==> src/rtl/fan_tgt_pkg.sv <==
// Shared defaults and the decoded bus-operation type for the fan target
// register pair. Assumes one register access per cycle.
package fan_tgt_pkg;
    localparam int TGT_W_D  = 13;
    localparam int BYTE_W_D = 8;
    localparam int ADDR_W_D = 8;
    localparam logic [7:0] LO_ADDR_D = 8'h3C;
    localparam logic [7:0] HI_ADDR_D = 8'h3D;

    typedef struct packed {
        logic wr_lo;
        logic wr_hi;
        logic rd_lo;
        logic rd_hi;
    } bus_op_t;
endpackage

==> src/rtl/fan_tgt_decode.sv <==
// Address decoder: turns address and strobes into one-hot register
// operations. Assumes the bus never issues a read and a write together.
module fan_tgt_decode
    import fan_tgt_pkg::*;
#(
    parameter int ADDR_W = ADDR_W_D,
    parameter logic [ADDR_W-1:0] LO_ADDR = ADDR_W'(LO_ADDR_D),
    parameter logic [ADDR_W-1:0] HI_ADDR = ADDR_W'(HI_ADDR_D)
) (
    input  logic [ADDR_W-1:0] addr,
    input  logic              wr,
    input  logic              rd,
    output bus_op_t           op
);
    // Match the address against both register slots.
    always_comb begin
        op.wr_lo = wr && (addr == LO_ADDR);
        op.wr_hi = wr && (addr == HI_ADDR);
        op.rd_lo = rd && (addr == LO_ADDR);
        op.rd_hi = rd && (addr == HI_ADDR);
    end
endmodule

==> src/rtl/fan_tgt_store.sv <==
// Staging register for the low target bits plus the committed target.
// The low write only stages. The high write commits both parts at once.
// Unused low data bits are dropped. Assumes TGT_W > BYTE_W.
module fan_tgt_store
    import fan_tgt_pkg::*;
#(
    parameter int TGT_W  = TGT_W_D,
    parameter int BYTE_W = BYTE_W_D
) (
    input  logic              clk,
    input  logic              rst_n,
    input  bus_op_t           op,
    input  logic [BYTE_W-1:0] wdata,
    output logic [TGT_W-1:0]  target
);
    localparam int LO_W  = TGT_W - BYTE_W;
    localparam int PAD_W = BYTE_W - LO_W;

    logic [LO_W-1:0]  stage_q;
    logic [TGT_W-1:0] tgt_q;

    // Capture the upper data bits of a low-byte write into staging.
    always_ff @(posedge clk) begin
        if (!rst_n)
            stage_q <= '1;
        else if (op.wr_lo)
            stage_q <= wdata[BYTE_W-1:PAD_W];
    end

    // Commit high byte and staged low bits together on a high-byte write.
    always_ff @(posedge clk) begin
        if (!rst_n)
            tgt_q <= '1;
        else if (op.wr_hi)
            tgt_q <= {wdata, stage_q};
    end

    assign target = tgt_q;
endmodule

==> src/rtl/fan_tgt_ctrl.sv <==
// Control outputs derived from the committed target: a level that forces
// the drive off at the maximum, and a one-cycle spin-up pulse when a commit
// leaves the maximum. The maximum is judged on the upper byte only.
module fan_tgt_ctrl #(
    parameter int BYTE_W = fan_tgt_pkg::BYTE_W_D
) (
    input  logic              clk,
    input  logic              rst_n,
    input  logic              wr_hi,
    input  logic [BYTE_W-1:0] wdata,
    input  logic [BYTE_W-1:0] target_hi,
    input  logic              algo_en,
    output logic              drive_off,
    output logic              spinup_req
);
    logic hi_at_max;
    logic new_at_max;
    logic spin_q;

    // Flag the all-ones upper byte, both current and incoming.
    always_comb begin
        hi_at_max  = &target_hi;
        new_at_max = &wdata;
    end

    // Register the spin-up pulse so it lines up with the new target.
    always_ff @(posedge clk) begin
        if (!rst_n)
            spin_q <= 1'b0;
        else
            spin_q <= wr_hi && algo_en && hi_at_max && !new_at_max;
    end

    assign drive_off  = algo_en && hi_at_max;
    assign spinup_req = spin_q;
endmodule

==> src/rtl/fan_tgt_rdmux.sv <==
// Read-back multiplexer: always shows the committed target, never the
// staged bits. Pad bits of the low byte read as zero.
module fan_tgt_rdmux
    import fan_tgt_pkg::*;
#(
    parameter int TGT_W  = TGT_W_D,
    parameter int BYTE_W = BYTE_W_D
) (
    input  bus_op_t           op,
    input  logic [TGT_W-1:0]  target,
    output logic [BYTE_W-1:0] rdata
);
    localparam int LO_W  = TGT_W - BYTE_W;
    localparam int PAD_W = BYTE_W - LO_W;

    // Select the addressed half of the committed target, or zero.
    always_comb begin
        if (op.rd_hi)
            rdata = target[TGT_W-1:LO_W];
        else if (op.rd_lo)
            rdata = {target[LO_W-1:0], {PAD_W{1'b0}}};
        else
            rdata = '0;
    end
endmodule

==> src/rtl/fan_target_regs.sv <==
// Top of the fan target register pair: decode, staged commit, read-back
// and control outputs. Synchronous active-low reset to the maximum target.
module fan_target_regs
    import fan_tgt_pkg::*;
#(
    parameter int TGT_W  = TGT_W_D,
    parameter int BYTE_W = BYTE_W_D,
    parameter int ADDR_W = ADDR_W_D,
    parameter logic [ADDR_W-1:0] LO_ADDR = ADDR_W'(LO_ADDR_D),
    parameter logic [ADDR_W-1:0] HI_ADDR = ADDR_W'(HI_ADDR_D)
) (
    input  logic              clk,
    input  logic              rst_n,
    input  logic [ADDR_W-1:0] bus_addr,
    input  logic              bus_wr,
    input  logic              bus_rd,
    input  logic [BYTE_W-1:0] bus_wdata,
    output logic [BYTE_W-1:0] bus_rdata,
    input  logic              algo_en,
    output logic [TGT_W-1:0]  target,
    output logic              drive_off,
    output logic              spinup_req
);
    localparam int LO_W = TGT_W - BYTE_W;

    bus_op_t op;

    fan_tgt_decode #(.ADDR_W(ADDR_W), .LO_ADDR(LO_ADDR), .HI_ADDR(HI_ADDR)) u_dec (
        .addr (bus_addr),
        .wr   (bus_wr),
        .rd   (bus_rd),
        .op   (op)
    );

    fan_tgt_store #(.TGT_W(TGT_W), .BYTE_W(BYTE_W)) u_store (
        .clk    (clk),
        .rst_n  (rst_n),
        .op     (op),
        .wdata  (bus_wdata),
        .target (target)
    );

    fan_tgt_rdmux #(.TGT_W(TGT_W), .BYTE_W(BYTE_W)) u_rd (
        .op     (op),
        .target (target),
        .rdata  (bus_rdata)
    );

    fan_tgt_ctrl #(.BYTE_W(BYTE_W)) u_ctrl (
        .clk        (clk),
        .rst_n      (rst_n),
        .wr_hi      (op.wr_hi),
        .wdata      (bus_wdata),
        .target_hi  (target[TGT_W-1:LO_W]),
        .algo_en    (algo_en),
        .drive_off  (drive_off),
        .spinup_req (spinup_req)
    );
endmodule

==> config.mk <==
export PLATFORM = sky130hd
export DESIGN_NAME = fan_target_regs
export DESIGN_NICKNAME = d
export VERILOG_FILES = /design/src/rtl/fan_tgt_pkg.sv /design/src/rtl/fan_tgt_decode.sv /design/src/rtl/fan_tgt_store.sv /design/src/rtl/fan_tgt_ctrl.sv /design/src/rtl/fan_tgt_rdmux.sv /design/src/rtl/fan_target_regs.sv
export SDC_FILE = /design/constraint.sdc
export NUM_CORES = 1
export LEC_CHECK = 0
export ABC_AREA = 0
export BUFFER_PORTS_ARGS = -buffer_cell sky130_fd_sc_hd__buf_4
export CORE_ASPECT_RATIO = 0.6
export CORE_UTILIZATION = 30
export DETAILED_ROUTE_END_ITERATION = 16
export HOLD_SLACK_MARGIN = 0.1
export PLACE_DENSITY = 0.52
export SYNTH_ARGS = -nofsm -noshare
export SYNTH_HDL_FRONTEND = slang
export SYNTH_SLANG_ARGS = --single-unit
export TNS_END_PERCENT = 5
==> constraint.sdc <==
create_clock -name clk -period 1.8 [get_ports clk]
set_input_delay 0.18 -clock clk [delete_from_list [all_inputs] [get_ports clk]]
set_output_delay 0.18 -clock clk [all_outputs]
set_load 0.005 [all_outputs]
==> out/qor.yml <==
status: "finished clean"
grt_pass1_wl_mm: 4.55
synth.largest_area_cell: "dfxtp_1"
cp.required_ns: 1.62
p_per_area_mw_per_mm2: 589
postRouteAntennaNets: 0
synth_area_um2: 986
hold_depth: 2
max_stage_delay_ns: 0.45
insertion_delay_ns: 0.25
fmax_ghz: 0.658
totalWireLength_mm: 2.94
cts_resized: 0
core_region_area_mm2: 0.00300
die_x_um: 76.0
cts.sink_count: 19
nNetsFinal: 170
vias: 1001
num_rows: 15
synth_area_per_cell_um2: 9.30
ff2ff_path_depth: 3
crit_fanout: 5
worstMarginPinSlew_ns: 0.448
portBuffers: 43
syn_inst: 106
rsz0062_at_grt: "false"
start_kind: "input port"
ir_drop_v: 0.000336
cts_made_buffers: 3
crit_top_cell: "buf_4"
netlist.area_leader.share_pct: 38.6
finalSetupTns_ns: 0
n_antenna_cell: 0
drtIter0Drc: 45
final_util_pct: 46.0
relSlewSlack_pct: 70.0
cts_tree: "yes"
hold_class: "in -> reg"
ys_warn_count: 0
antenna_found_initial: 0
grt.total_usage_pct: 17.3
yosys-top-cells-area: "dfxtp_1, mux2i_1, a211o_1"
finalHoldViolations: 0
setup_viol: 0
post_cts_buffers: 0
grt_start_max_net_pins: 24
cpMaxStageDelayCell: "or3_1"
area_delta_synth_final_pct: 40.2
fin_crit_ns: 1.52
path_clk_slew_ns: 0.07
worstSetupPathType: "in -> out"
maxSlewViolCount: 0
avgRoutedWirePerCell_um: 15.5
yosysSeqAreaShare_pct: 38.6
gp_congestion: 0.881
layout-drive-gt1-share_pct: 35.8
leakagePower_nw: 0.588
synth_cell_types: 26
path_cells: "buf_4 > nand4bb_4 > or3_1 > nor2_1 > buf_4"
fillCellCount: 305
synth.net_count: 127
start_util_pct: 32.8
die_y_um: 46.4
worstSetupEndpointType: "output pin"
htree_levels: 1
postCtsHoldBufs: 0
crit_arrival_ns: 1.34
via_per_inst: 5.27
ios: 44
drv_cap: 0
yosys_register_bits: 19
fin_skew_ns: 0.00162
first_pass_iters: 4
die_area_mm2: 0.00353
cts-root-buf: "clkbuf_8"
overflow: 0
period_share_pct: 84.5
cts.path.max_buffers: 2
holdWs_ns: 0.198
first_global_vias: 901
drc_errors: 0
dpl.hpwl_mm: 2.33
## cells in the final DEF (no fill, tap or decap), types with 2 or more instances in the layout
cell type and instances:
a211o_1 6, and3_1 3, nand3_1 3, nor3_2 2, nor3_1 8, inv_1 4, nor2_1 5, buf_4 45
nand2_1 7, nand4_1 8, mux2i_1 7, nor2b_1 4, dfxtp_1 19, o31a_1 4, clkbuf_8 3, o31ai_1 5
o211ai_1 6
## registers in the layout, summed over array words and instances, names as in the netlist
name	flops
u_ctrl.spinup_req	1
u_store.stage_q	5
u_store.target	13
## final cells by class
cell class / count / area (um2) / area share (%)
Tap cell: 42 / 52.6 / 3.80
Inverter: 5 / 18.8 / 1.36
Timing Repair Buffer: 45 / 338 / 24.4
Sequential cell: 19 / 380 / 27.5
Clock buffer: 4 / 45.0 / 3.26
Multi-Input combinational cell: 75 / 548 / 39.6
## critical path, delay by kind of cell
family	cells	cell delay, ns
buffers and inverters	2	0.26
AND/OR/NAND/NOR	3	0.90
## kinds of logic (layout without fill, tap and decap cells)
logic type / count (synthesis) / after routing / synth area share (%)
simple gates: 46 / 46 / 30.1
compound gates: 22 / 22 / 18.4
flops: 19 / 19 / 38.6
buf+inv: 12 / 54 / 5.84
mux: 7 / 7 / 7.11
## worst paths after layout
path                                    from  slack, ns                         endpoint
max                              bus_addr[6]       0.28                     bus_rdata[3]
min reg2reg   u_store.target[3]$_SDFFE_PN1P_       0.50   u_store.target[3]$_SDFFE_PN1P_
min                                    rst_n       0.20  u_store.stage_q[1]$_SDFFE_PN1P_
max reg2reg  u_store.target[11]$_SDFFE_PN1P_       0.75     u_ctrl.spinup_req$_SDFF_PN0_
## synthesized netlist by cell type (all sizes together)
cell type / count
nor3: 10
or3: 1
inv: 4
nand4bb: 1
nand4: 8
o2111a: 1
clkinv: 1
o31ai: 5
nor2b: 4
buf: 5
o31a: 4
and4bb: 1
nand4b: 1
nor2: 5
o211ai: 6
and3: 3
a211o: 6
nand3: 4
dfxtp: 19
clkbuf: 2
mux2i: 7
and4b: 1
nand2: 7
## report_power, final
group | internal, mW | leakage (nW) | switching, mW
combinational | 0.0464 | 0.412 | 0.0501
clock | 0.157 | 0.0228 | 0.139
sequential | 0.421 | 0.154 | 0.000621
total | 0.625 | 0.588 | 0.189
## through the flow
stage / setup slack, ns / cells / power [mW] / instance area, um2
final: 0.279 / 190 / 0.814 / 1380
after floorplan: 0.632 / 106 / 0.473 / 986
after global routing: 0.202 / 190 / 0.846 / 1380
after global placement: 0.292 / 186 / 0.526 / 1340
after CTS: 0.273 / 190 / 0.816 / 1380
after detailed placement: 0.272 / 186 / 0.527 / 1340
## routing by layer
metal	up-vias	GRT usage (%)	routed length, um	share of wire [%]
li1	488	-	-	-
met2	44	27.8	1190	40
met5	-	0	0	0
met4	0	2.69	7	0.24
met3	2	6.14	217	7.4
met1	467	22.9	1530	52
Power figures use the tool's default switching activity.
